==> config.mk <==
export PLATFORM = sky130hd
export DESIGN_NAME = lane_supervisor
export DESIGN_NICKNAME = d
export VERILOG_FILES = /design/src/rtl/lss_pkg.sv /design/src/rtl/lss_tick_gen.sv /design/src/rtl/lss_sync.sv /design/src/rtl/lss_lane.sv /design/src/rtl/lane_supervisor.sv
export SDC_FILE = /design/constraint.sdc
export NUM_CORES = 1
export LEC_CHECK = 0
export CAP_MARGIN = 20
export CORE_AREA = 2 2 92 94
export DETAILED_ROUTE_END_ITERATION = 8
export DIE_AREA = 0 0 94 96
export DONT_BUFFER_PORTS = 1
export PLACE_DENSITY = 0.78
export REMOVE_ABC_BUFFERS = 1
export SYNTH_ARGS = -nofsm -noshare
export SYNTH_HDL_FRONTEND = slang
export SYNTH_SLANG_ARGS = --single-unit
==> constraint.sdc <==
create_clock -name clk -period 2.65 [get_ports clk]
set_input_delay 0.1325 -clock clk [delete_from_list [all_inputs] [get_ports clk]]
set_output_delay 0.1325 -clock clk [all_outputs]
set_load 0.02 [all_outputs]
==> src/rtl/lss_pkg.sv <==
package lss_pkg;

  typedef enum logic [1:0] {
    ST_SYNC    = 2'd0,
    ST_LINKED  = 2'd1,
    ST_SUSPECT = 2'd2
  } lane_state_e;

  function automatic int loop_filter(input int diag);
    return diag / 4;
  endfunction

  function automatic logic outside_window(input int lf, input int lo, input int hi);
    return (lf < lo) || (lf > hi);
  endfunction

endpackage

==> src/rtl/lss_tick_gen.sv <==
module lss_tick_gen #(
  parameter int TICK_CYCLES = 15625000
) (
  input  logic clk,
  input  logic rst_n,
  output logic tick_o
);
  localparam int TW = (TICK_CYCLES > 1) ? $clog2(TICK_CYCLES) : 1;
  localparam logic [TW-1:0] LAST = TW'(TICK_CYCLES - 1);

  logic [TW-1:0] cnt_q;

  assign tick_o = (cnt_q == LAST);

  always_ff @(posedge clk or negedge rst_n) begin
    if (!rst_n)      cnt_q <= '0;
    else if (tick_o) cnt_q <= '0;
    else             cnt_q <= cnt_q + 1'b1;
  end

  a_r11_tick_restart: assert property (@(posedge clk) disable iff (!rst_n)
    tick_o |=> !tick_o);
endmodule

==> src/rtl/lss_sync.sv <==
module lss_sync #(
  parameter int W      = 4,
  parameter int STAGES = 2
) (
  input  logic         clk,
  input  logic         rst_n,
  input  logic [W-1:0] d_i,
  output logic [W-1:0] q_o
);
  logic [W-1:0] stage_q [STAGES];

  genvar s;
  generate
    for (s = 0; s < STAGES; s++) begin : g_stage
      if (s == 0) begin : g_first
        always_ff @(posedge clk or negedge rst_n) begin
          if (!rst_n) stage_q[0] <= '0;
          else        stage_q[0] <= d_i;
        end
      end else begin : g_next
        always_ff @(posedge clk or negedge rst_n) begin
          if (!rst_n) stage_q[s] <= '0;
          else        stage_q[s] <= stage_q[s-1];
        end
      end
    end
  endgenerate

  assign q_o = stage_q[STAGES-1];
endmodule

==> src/rtl/lss_lane.sv <==
module lss_lane
  import lss_pkg::*;
#(
  parameter int ERR_W        = 8,
  parameter int DIAG_W       = 12,
  parameter int PULSE_CYCLES = 156250,
  parameter int LF_LO        = 400,
  parameter int LF_HI        = 700,
  parameter logic [ERR_W-1:0] CLR_CODE = ERR_W'(8'h19)
) (
  input  logic              clk,
  input  logic              rst_n,
  input  logic              tick_i,
  input  logic              los_i,
  input  logic              lock_i,
  input  logic [ERR_W-1:0]  err_i,
  input  logic [DIAG_W-1:0] diag_i,
  output logic [1:0]        ovr_o,
  output logic [ERR_W-1:0]  err_ctrl_o,
  output logic              down_o,
  output logic              linked_o
);
  localparam int PW = $clog2(PULSE_CYCLES + 1);
  localparam logic [PW-1:0] PULSE_LOAD = PW'(PULSE_CYCLES - 1);
  localparam logic [ERR_W-1:0] ERR_SAT = {ERR_W{1'b1}};

  logic [1:0]       state_q, state_nxt;
  logic [1:0]       ovr_q;
  logic [PW-1:0]    pulse_cnt_q;
  logic             pulse_act_q;
  logic [ERR_W-1:0] err_ctrl_q;
  logic             down_q;

  // named internal events
  logic eff_lock;
  logic set_linked_ovr;
  logic cdr_req;
  logic cdr_fire;
  logic down_set;
  logic err_seen;

  assign eff_lock = lock_i && (err_i != ERR_SAT);
  assign err_seen = (err_i != '0);
  assign cdr_fire = cdr_req &&
                    outside_window(loop_filter(int'(diag_i)), LF_LO, LF_HI);

  always_comb begin
    state_nxt      = state_q;
    set_linked_ovr = 1'b0;
    cdr_req        = 1'b0;
    down_set       = 1'b0;
    case (state_q)
      ST_SYNC: begin
        if (!los_i && eff_lock) begin
          state_nxt      = ST_LINKED;
          set_linked_ovr = 1'b1;
        end else if (!eff_lock) begin
          cdr_req = 1'b1;
        end
      end
      ST_LINKED: begin
        if (!eff_lock) begin
          down_set  = 1'b1;
          state_nxt = ST_SUSPECT;
        end
      end
      ST_SUSPECT: begin
        if (eff_lock) begin
          state_nxt = ST_LINKED;
        end else begin
          cdr_req   = 1'b1;
          state_nxt = ST_SYNC;
        end
      end
      default: state_nxt = ST_SYNC;
    endcase
  end

  // state, down flag and error clear sequence
  always_ff @(posedge clk or negedge rst_n) begin
    if (!rst_n) begin
      state_q    <= ST_SYNC;
      down_q     <= 1'b0;
      err_ctrl_q <= '0;
    end else if (tick_i) begin
      state_q    <= state_nxt;
      down_q     <= down_set;
      err_ctrl_q <= err_seen ? CLR_CODE : '0;
    end else begin
      down_q     <= 1'b0;
      err_ctrl_q <= '0;
    end
  end

  // signal-detect override field and CDR reset pulse
  always_ff @(posedge clk or negedge rst_n) begin
    if (!rst_n) begin
      ovr_q       <= 2'd0;
      pulse_act_q <= 1'b0;
      pulse_cnt_q <= '0;
    end else if (tick_i && set_linked_ovr) begin
      ovr_q       <= 2'd3;
      pulse_act_q <= 1'b0;
      pulse_cnt_q <= '0;
    end else if (tick_i && cdr_fire) begin
      ovr_q       <= 2'd2;
      pulse_act_q <= 1'b1;
      pulse_cnt_q <= PULSE_LOAD;
    end else if (pulse_act_q) begin
      if (pulse_cnt_q == '0) begin
        ovr_q       <= 2'd0;
        pulse_act_q <= 1'b0;
      end else begin
        pulse_cnt_q <= pulse_cnt_q - 1'b1;
      end
    end
  end

  assign ovr_o      = ovr_q;
  assign err_ctrl_o = err_ctrl_q;
  assign down_o     = down_q;
  assign linked_o   = (state_q == ST_LINKED);

  a_r3_field_legal: assert property (@(posedge clk) disable iff (!rst_n)
    ovr_q != 2'd1);
  a_r2_linked_holds_ovr: assert property (@(posedge clk) disable iff (!rst_n)
    (state_q == ST_LINKED) |-> (ovr_q == 2'd3));
  a_r4_sat_blocks_link: assert property (@(posedge clk) disable iff (!rst_n)
    (tick_i && state_q == ST_SYNC && err_i == ERR_SAT) |=> (state_q != ST_LINKED));
  a_r5_down_after_tick: assert property (@(posedge clk) disable iff (!rst_n)
    down_q |-> $past(tick_i));
  a_r5_down_means_suspect: assert property (@(posedge clk) disable iff (!rst_n)
    down_q |-> (state_q == ST_SUSPECT));
  a_r8_clear_second_step: assert property (@(posedge clk) disable iff (!rst_n)
    (err_ctrl_q == CLR_CODE) |=> (err_ctrl_q == '0));
endmodule

==> src/rtl/lane_supervisor.sv <==
module lane_supervisor #(
  parameter int NUM_LANES    = 2,
  parameter int ERR_W        = 8,
  parameter int DIAG_W       = 12,
  parameter int TICK_CYCLES  = 15625000,
  parameter int PULSE_CYCLES = 156250,
  parameter int LF_LO        = 400,
  parameter int LF_HI        = 700,
  parameter int MAX_ATTEMPTS = 2
) (
  input  logic                        clk,
  input  logic                        rst_n,
  input  logic [NUM_LANES-1:0]        los_i,
  input  logic [NUM_LANES-1:0]        lock_i,
  input  logic [NUM_LANES*ERR_W-1:0]  err_cnt_i,
  input  logic [NUM_LANES*DIAG_W-1:0] diag_i,
  output logic [2*NUM_LANES-1:0]      sigdet_ovr_o,
  output logic [NUM_LANES*ERR_W-1:0]  err_ctrl_o,
  output logic [NUM_LANES-1:0]        lane_down_o,
  output logic                        link_up_o,
  output logic                        timeout_o
);
  localparam int AW = $clog2(MAX_ATTEMPTS + 1);
  localparam logic [AW-1:0] ATT_MAX = AW'(MAX_ATTEMPTS);

  logic                   tick;
  logic                   tick_q;
  logic [NUM_LANES-1:0]   los_s, lock_s;
  logic [NUM_LANES-1:0]   linked;
  logic [AW-1:0]          fails_q;
  logic                   seen_up_q;
  logic                   timeout_q;

  lss_tick_gen #(.TICK_CYCLES(TICK_CYCLES)) u_tick (
    .clk(clk), .rst_n(rst_n), .tick_o(tick)
  );

  lss_sync #(.W(2*NUM_LANES), .STAGES(2)) u_sync (
    .clk(clk), .rst_n(rst_n),
    .d_i({los_i, lock_i}),
    .q_o({los_s, lock_s})
  );

  genvar l;
  generate
    for (l = 0; l < NUM_LANES; l++) begin : g_lane
      lss_lane #(
        .ERR_W(ERR_W), .DIAG_W(DIAG_W), .PULSE_CYCLES(PULSE_CYCLES),
        .LF_LO(LF_LO), .LF_HI(LF_HI)
      ) u_lane (
        .clk       (clk),
        .rst_n     (rst_n),
        .tick_i    (tick),
        .los_i     (los_s[l]),
        .lock_i    (lock_s[l]),
        .err_i     (err_cnt_i[l*ERR_W +: ERR_W]),
        .diag_i    (diag_i[l*DIAG_W +: DIAG_W]),
        .ovr_o     (sigdet_ovr_o[2*l +: 2]),
        .err_ctrl_o(err_ctrl_o[l*ERR_W +: ERR_W]),
        .down_o    (lane_down_o[l]),
        .linked_o  (linked[l])
      );
    end
  endgenerate

  assign link_up_o = &linked;

  // attempt bookkeeping for the link-up timeout, judged one clock after a tick
  always_ff @(posedge clk or negedge rst_n) begin
    if (!rst_n) begin
      tick_q    <= 1'b0;
      fails_q   <= '0;
      seen_up_q <= 1'b0;
      timeout_q <= 1'b0;
    end else begin
      tick_q <= tick;
      if (tick_q && !seen_up_q) begin
        if (link_up_o) begin
          seen_up_q <= 1'b1;
        end else if (fails_q < ATT_MAX) begin
          fails_q <= fails_q + 1'b1;
          if (fails_q + 1'b1 == ATT_MAX) timeout_q <= 1'b1;
        end
      end
    end
  end

  assign timeout_o = timeout_q;

  a_r10_timeout_sticky: assert property (@(posedge clk) disable iff (!rst_n)
    !$fell(timeout_q));
  a_r10_rise_after_tick: assert property (@(posedge clk) disable iff (!rst_n)
    $rose(timeout_q) |-> ($past(tick_q) && !link_up_o));
  a_r9_up_only_after_tick: assert property (@(posedge clk) disable iff (!rst_n)
    $rose(link_up_o) |-> $past(tick));
endmodule

==> impl_metrics.json, run 1 <==
{
  "p_switching_w": 0.0007521,
  "dpl.cell_count": 527,
  "fmax_ghz": 0.4020,
  "pre_cts_ws_ps": 171.7,
  "max_stage_delay_ps": 520,
  "cp_slowest_cell": "or4_4",
  "synth_top_flop_cell": "dfrtp_1",
  "post_drt_wl_per_cell_um": 14.79,
  "p_seq_share_pct": 55.6,
  "synth.top_cells.by_area": "dfrtp_1 51%, nor2_1 5.3%, xnor2_1 5.1%",
  "grt_max_degree": 88,
  "slew_viol_final": 0,
  "insertion_delay_ps": 370,
  "clk_pin_slew_worst_paths_ps": 100,
  "path_cells": "ha_1, nand2_1, or3_1, or4_4, a32oi_4, inv_2, and3_1, a211o_1",
  "fin_crit_sh_pct": 93.86,
  "final_layout_size_suffix_gt1_share_pct": 9.778,
  "grt_pass1_wl_um": 14110,
  "p_sw_share_pct": 28.44,
  "p_total_w": 0.002644,
  "post-route-drc-count": 0,
  "critPathBufInv": 1,
  "stdcell_area_sq_mm": 0.004700,
  "cp.arrival_ps": 2740,
  "netlist_instances": 425,
  "p_comb_share_pct": 9.9,
  "dp_hpwl_um": 5505,
  "vias": 3168,
  "numCtsBuffers": 9,
  "synth_edf_count": 0,
  "crit_fanout": 6,
  "place_area_sq_mm": 0.004367,
  "synth_most_common_cell": "dfrtp_1",
  "wl_um": 8207,
  "irDropWorstVdd_v": 0.0003307,
  "powerDensity_mw_per_mm2": 562.7,
  "stdcell_count": 555,
  "setup_slack_ps": 162.6,
  "grt_use_total_pct": 20.04,
  "yosysTopAreaCellShare_pct": 51.09,
  "cts-root-buf": "clkbuf_8",
  "initial_core_util_pct": 52.93,
  "synth_area_leader_cell": "dfrtp_1",
  "cts_tree": "done",
  "cp-start-kind": "flip-flop",
  "p_clk_share_pct": 34.5,
  "syn-cell-area_sq_mm": 0.004262,
  "min_path_type": "input pin to flip-flop",
  "synthTopCellsByCount": "87 x dfrtp_1, 60 x nor2_1, 31 x nand2_1, 25 x xnor2_1, 19 x xor2_1",
  "post_synth_num_cell_types": 57,
  "avgViaCountPerCell": 5.708,
  "syn_avg_cell_area_sq_um": 10.03,
  "cts.sinks": 87,
  "antenna_found_initial": 0,
  "drtAntennaViolNets": 0,
  "num_io_pins": 70,
  "maxCapViolations": 0,
  "drtIter0Drc": 107,
  "cp.required_ps": 2910,
  "finalSetupViolCount": 0,
  "leakage_nw": 2.003,
  "p_int_w": 0.001892,
  "slew_headroom_pct": 61.40,
  "gp_congestion": 0.8217,
  "cts.htree.levels": 3,
  "yosys_warnings": 0,
  "cts.path.max_buffers": 2,
  "seq_area_frac_synth_pct": 51.09,
  "synth-seq-cells": 87,
  "hold_violations": 0,
  "setup-tns-final_ps": 0,
  "numPortBuffers": 0,
  "synthArstFlopShare_pct": 100.0,
  "num_rows": 33,
  "dieArea_sq_mm": 0.009024,
  "dieHeight_um": 96,
  "antenna_cells": 0,
  "firstDrtPassIters": 5,
  "post_cts_buffers": 0,
  "finalCriticalPeriod_ps": 2487,
  "num-nets-final": 495,
  "path_delay_family": "simple AND/OR/NAND/NOR gates",
  "rsz0062_at_grt": "false",
  "syn_to_final_growth_pct": 10.28,
  "critPathKind": "flip-flop to flip-flop",
  "fin_skew_ps": 11.09,
  "grt_pass1_vias": 3080,
  "grt-ovfl-total": 0,
  "die_x_um": 94,
  "design.core.area_sq_mm": 0.008051,
  "status": "complete, no violations",
  "worstMarginPinSlew_ps": 576.9,
  "worstSetupEndpointType": "flip-flop"
}
worst paths after layout:
path	slack, ps	start	endpoint	cells past startpoint
worst max-delay path	160	u_tick.cnt_q[0]	g_lane[1].u_lane.pulse_cnt_q[4]	8
worst min-delay path	170	err_cnt_i[0]	g_lane[0].u_lane.down_o	4
worst max register to register	160	u_tick.cnt_q[0]	g_lane[1].u_lane.pulse_cnt_q[4]	8
worst min register to register	360	u_sync.stage_q[6]	u_sync.q_o[2]	0
max in group asynchronous	1970	rst_n	g_lane[1].u_lane.pulse_cnt_q[8]	2
min in group asynchronous	340	rst_n	g_lane[0].u_lane.pulse_act_q	2
area by class of cell:
type / count / area (sq um)
Timing Repair Buffer: 24 / 227.7
Sequential cell: 87 / 2177
Inverter: 11 / 41.29
Clock inverter: 7 / 71.32
Fill cell: 673 / 3352
Tap cell: 105 / 131.4
Multi-Input combinational cell: 312 / 1927
Clock buffer: 9 / 123.9
placed cells by master, fill, tap and decap left out, drive strengths merged, types with 5 or more instances in the layout:
cell,instances
nor3,11
dfrtp,87
conb,10
xnor2,25
a21o,10
a21oi,17
dlygate4sd3,11
or3,8
nand2,31
a31oi,5
inv,15
xor2,19
o21ai,15
clkbuf,9
nand4,13
and3,6
nand3,15
or4,8
nor4,14
buf,13
nor2,60
power groups by stage:
stage / clock [W] / sequential (W) / combinational, W
detailed placement: 0 / 0.00150 / 0.000221
global route: 0.000987 / 0.00148 / 0.000295
global placement: 0 / 0.00149 / 0.000213
CTS: 0.000929 / 0.00147 / 0.000265
finish: 0.000912 / 0.00147 / 0.000261
floorplan: 0 / 0.00148 / 0.000178
flip-flops by register name, indices dropped and copies added, names as in the netlist:
register                   cells
g_lane.u_lane.pulse_cnt_q     36
fails_q                        2
g_lane.u_lane.pulse_act_q      2
u_tick.cnt_q                  24
g_lane.u_lane.ovr_o            4
g_lane.u_lane.down_o           2
g_lane.u_lane.state_q          4
tick_q                         1
seen_up_q                      1
u_sync.q_o                     4
u_sync.stage_q                 4
timeout_o                      1
g_lane.u_lane.err_ctrl_o       2
layer usage:
metal	track usage (%)	wire, um
met5	0	0
met4	9.300	176
met3	5.012	318
met2	33.69	4036
met1	24.43	3674
tightest hold or removal path: cells and delay by family:
kind	cells	cell delay [ps]
compound gates	1	160
simple gates	3	210
repair_timing:
action / in CTS / in global routing
hold buffers: 12 / 0
hold endpoints to repair: 93 / 0
gates resized for setup: 0 / 0
through the flow:
stage               utilization [%]  hold slack [ps]
floorplan                         -           -163.1
global placement              54.23           -161.5
detailed placement            54.23           -161.3
CTS                           58.37            168.7
global route                  58.37            218.2
finish                        58.37            172.2
kinds of logic after synthesis:
logic type / after synthesis / share of synthesized area (%)
and+or+nand+nor: 185 / 23.14
DFF: 87 / 51.09
AOI/OAI and AO/OA: 69 / 10.98
xor gates and xnor gates: 44 / 9.043
buffers and inverters: 35 / 4.492
adders and majority gates: 4 / 1.174
other: 1 / 0.08800
(Power assumes the default switching activity.)
==> run 2: changes to the inputs <==
--- a/config.mk
+++ b/config.mk
@@ -5,12 +5,13 @@
 export SDC_FILE = /design/constraint.sdc
 export NUM_CORES = 1
 export LEC_CHECK = 0
+export ABC_AREA = 1
 export CAP_MARGIN = 20
-export CORE_AREA = 2 2 92 94
+export CORE_AREA = 2 2 103 105
 export DETAILED_ROUTE_END_ITERATION = 8
-export DIE_AREA = 0 0 94 96
+export DIE_AREA = 0 0 105 107
 export DONT_BUFFER_PORTS = 1
-export PLACE_DENSITY = 0.78
+export PLACE_DENSITY = 0.79
 export REMOVE_ABC_BUFFERS = 1
 export SYNTH_ARGS = -nofsm -noshare
 export SYNTH_HDL_FRONTEND = slang
==> run 2 against run 1 <==
  * Sequential share of layout area is 8.8 points lower
  * Area after synthesis increased by 27%
  * Final cell count increased by 63%
  * Cell area up 23%
  * Sequential cell count stayed put
  * First-iteration DRC count grew to 2.8 times the previous value
  * Clock power is 4.8% higher
  * Core utilization down 0.90 points
  * Count of clock-buffer cells in the layout grew 2
  * Sequential power about the same
  * Die area grew 25%
  * Total power grew 4.6%
==> impl_metrics.json, run 2 <==
{
  "status": "complete, no violations",
  "numCtsBuffers": 9,
  "slew_viol_final": 0,
  "slew_headroom_pct": 64.55,
  "worstSetupEndpointType": "flip-flop",
  "synth_edf_count": 0,
  "p_int_w": 0.001988,
  "syn_avg_cell_area_sq_um": 7.227,
  "syn_to_final_growth_pct": 6.994,
  "finalCriticalPeriod_ps": 2086,
  "path_delay_family": "simple AND/OR/NAND/NOR gates",
  "post_cts_buffers": 0,
  "cts-root-buf": "clkbuf_8",
  "rsz0062_at_grt": "false",
  "grt-ovfl-total": 0,
  "final_common_cell": "nand2_1",
  "p_sw_share_pct": 28.11,
  "grt_use_total_pct": 22.60,
  "crit_fanout": 7,
  "p_seq_share_pct": 52.8,
  "die_x_um": 105,
  "num-nets-final": 812,
  "dieArea_sq_mm": 0.01124,
  "avgViaCountPerCell": 5.288,
  "grt_pass1_wl_um": 20570,
  "synth_top_flop_cell": "dfrtp_1",
  "syn-cell-area_sq_mm": 0.005420,
  "cp.required_ps": 2900,
  "cts.sinks": 87,
  "clk_pin_slew_worst_paths_ps": 90,
  "p_switching_w": 0.0007774,
  "setup-tns-final_ps": 0,
  "finalSetupViolCount": 0,
  "synthArstFlopShare_pct": 100.0,
  "cts_tree": "done",
  "fmax_ghz": 0.4793,
  "most-common-layout-cells": "179 x nand2_1, 125 x nor2_1, 99 x inv_1",
  "holdPathStages": 3,
  "synth_area_leader_cell": "dfrtp_1",
  "min_path_type": "input pin to flip-flop",
  "cts.htree.levels": 3,
  "powerDensity_mw_per_mm2": 476.9,
  "p_comb_share_pct": 12.6,
  "drtIter0Drc": 302,
  "seq_area_frac_synth_pct": 40.17,
  "grt_max_degree": 88,
  "critPathKind": "flip-flop to flip-flop",
  "drtAntennaViolNets": 0,
  "post_synth_num_cell_types": 38,
  "num_io_pins": 70,
  "cts.path.max_buffers": 2,
  "synth_most_common_cell": "nand2_1",
  "vias": 4775,
  "cp_slowest_cell": "dfrtp_1",
  "largestRegisters": "g_lane.u_lane.pulse_cnt_q x36, u_tick.cnt_q x24",
  "post_drt_wl_per_cell_um": 13.40,
  "antenna_found_initial": 0,
  "netlist_instances": 750,
  "place_area_sq_mm": 0.005453,
  "dp_hpwl_um": 8883,
  "worstMarginPinSlew_ps": 532.2,
  "initial_core_util_pct": 53.71,
  "top_register": "g_lane.u_lane.pulse_cnt_q",
  "worst_r2r_startpoint": "u_tick.cnt_q[0]",
  "stdcell_count": 903,
  "design.core.area_sq_mm": 0.01009,
  "antenna_cells": 0,
  "p_clk_share_pct": 34.6,
  "firstDrtPassIters": 5,
  "worst_r2r_endpoint": "g_lane[0].u_lane.ovr_o[0]",
  "r2r_setup_slack_ps": 560,
  "cp-start-kind": "flip-flop",
  "dieHeight_um": 107,
  "yosys_warnings": 0,
  "largest_reg_flops": 36,
  "grt_pass1_vias": 4468,
  "leakage_nw": 2.781,
  "final_layout_size_suffix_gt1_share_pct": 7.171,
  "irDropWorstVdd_v": 0.0002601,
  "gp_congestion": 0.9292,
  "numPortBuffers": 0,
  "cp.arrival_ps": 2330,
  "wl_um": 12100,
  "synth-seq-cells": 87,
  "p_total_w": 0.002766,
  "min_from": "diag_i[22]",
  "num_rows": 37,
  "synthTopCellsByCount": "179 x nand2_1, 125 x nor2_1, 99 x inv_1, 87 x dfrtp_1, 68 x nand3_1",
  "dpl.cell_count": 874,
  "post-route-drc-count": 0,
  "stdcell_area_sq_mm": 0.005799,
  "fin_crit_sh_pct": 78.73,
  "path_cells": "ha_1, nand2_2, inv_2, nand2_1, nor2_2, nand3_4, nor2_1, nand3_1, nand3_1, nand2_1",
  "synth.top_cells.by_area": "dfrtp_1 40%, nand2_1 12%, nor2_1 8.7%",
  "maxCapViolations": 0,
  "critPathBufInv": 1,
  "min_to": "g_lane[1].u_lane.ovr_o[1]",
  "yosysTopAreaCellShare_pct": 40.17,
  "max_stage_delay_ps": 380,
  "insertion_delay_ps": 370,
  "r2r_cells": 10,
  "fin_skew_ps": 13.47,
  "hold_violations": 0
}
run 2: worst max path at each step:
| stage | slack (ps) | to | start | cells past startpoint |
|---|---|---|---|---|
| after global routing | 360 | g_lane[0].u_lane.pulse_cnt_q[12] | u_tick.cnt_q[0] | 10 |
| after CTS | 580 | g_lane[0].u_lane.ovr_o[0] | u_tick.cnt_q[0] | 10 |
| final | 560 | g_lane[0].u_lane.ovr_o[0] | u_tick.cnt_q[0] | 10 |
| after detailed placement | 600 | g_lane[0].u_lane.pulse_cnt_q[8] | u_tick.cnt_q[0] | 10 |
| after floorplan | 710 | g_lane[1].u_lane.pulse_cnt_q[2] | g_lane[1].u_lane.pulse_cnt_q[0] | 10 |
| after global placement | 630 | g_lane[0].u_lane.ovr_o[0] | u_tick.cnt_q[0] | 10 |
run 2: layer usage:
metal  GRT usage (%)  vias to the layer above  part of all wire [%]
met2           37.43                      146                    48
met1           30.23                     2231                    45
met3           3.222                       12                   5.2
met4           8.476                        0                   1.3
met5               0                        -                     0
li1                -                     2386                     -
run 2: what timing repair did:
action | 4_1_cts | 5_1_grt
hold buffers | 11 | 2
endpoints found under the hold margin | 93 | 1
resized for setup | 0 | 0
run 2: logic make-up (layout without fill, tap and decap cells):
| kind of cell | count (synthesis) | count (layout) | synth area share [%] |
|---|---|---|---|
| simple gates | 460 | 460 | 38.78 |
| buf+inv | 129 | 137 | 10.94 |
| flops | 87 | 87 | 40.17 |
| compound gates | 36 | 36 | 3.786 |
| xor+xnor | 33 | 33 | 5.332 |
| fa+ha+maj | 4 | 4 | 0.9234 |
| other cells | 1 | 10 | 0.06919 |
run 2: metrics by stage:
step | setup slack [ps] | hold slack, ps | util, %
after floorplan | 712.8 | -163.1 | -
after global placement | 626.5 | -160.3 | 54.03
after detailed placement | 595.4 | -160.6 | 54.03
after CTS | 580.9 | 10.17 | 57.27
after global routing | 359.9 | 271.3 | 57.46
final | 563.7 | 187.9 | 57.46
run 2: cell type report:
cell class / instances / area [sq um]
clock buffer: 11 / 141.4
clock inverter: 5 / 57.56
fill: 958 / 4293
inverter: 105 / 399.1
multi-input combinational: 543 / 2684
sequential: 87 / 2177
tap: 136 / 170.2
timing repair buffer: 16 / 170.2
run 2: power groups by stage:
stage	sequential, W	clock (W)	combinational, W
finish	0.00146	0.000956	0.000350
global route	0.00147	0.00103	0.000404
CTS	0.00146	0.000974	0.000350
detailed placement	0.00148	0	0.000307
global placement	0.00148	0	0.000292
floorplan	0.00146	0	0.000265
run 2: worst reg2reg max path: stages, from the launching register on:
cell and delay, ps:
dfrtp_1 380, ha_1 280, nand2_2 100, inv_2 80
nand2_1 60, nor2_2 150, nand3_4 160, nor2_1 230
nand3_1 290, nand3_1 190, nand2_1 60
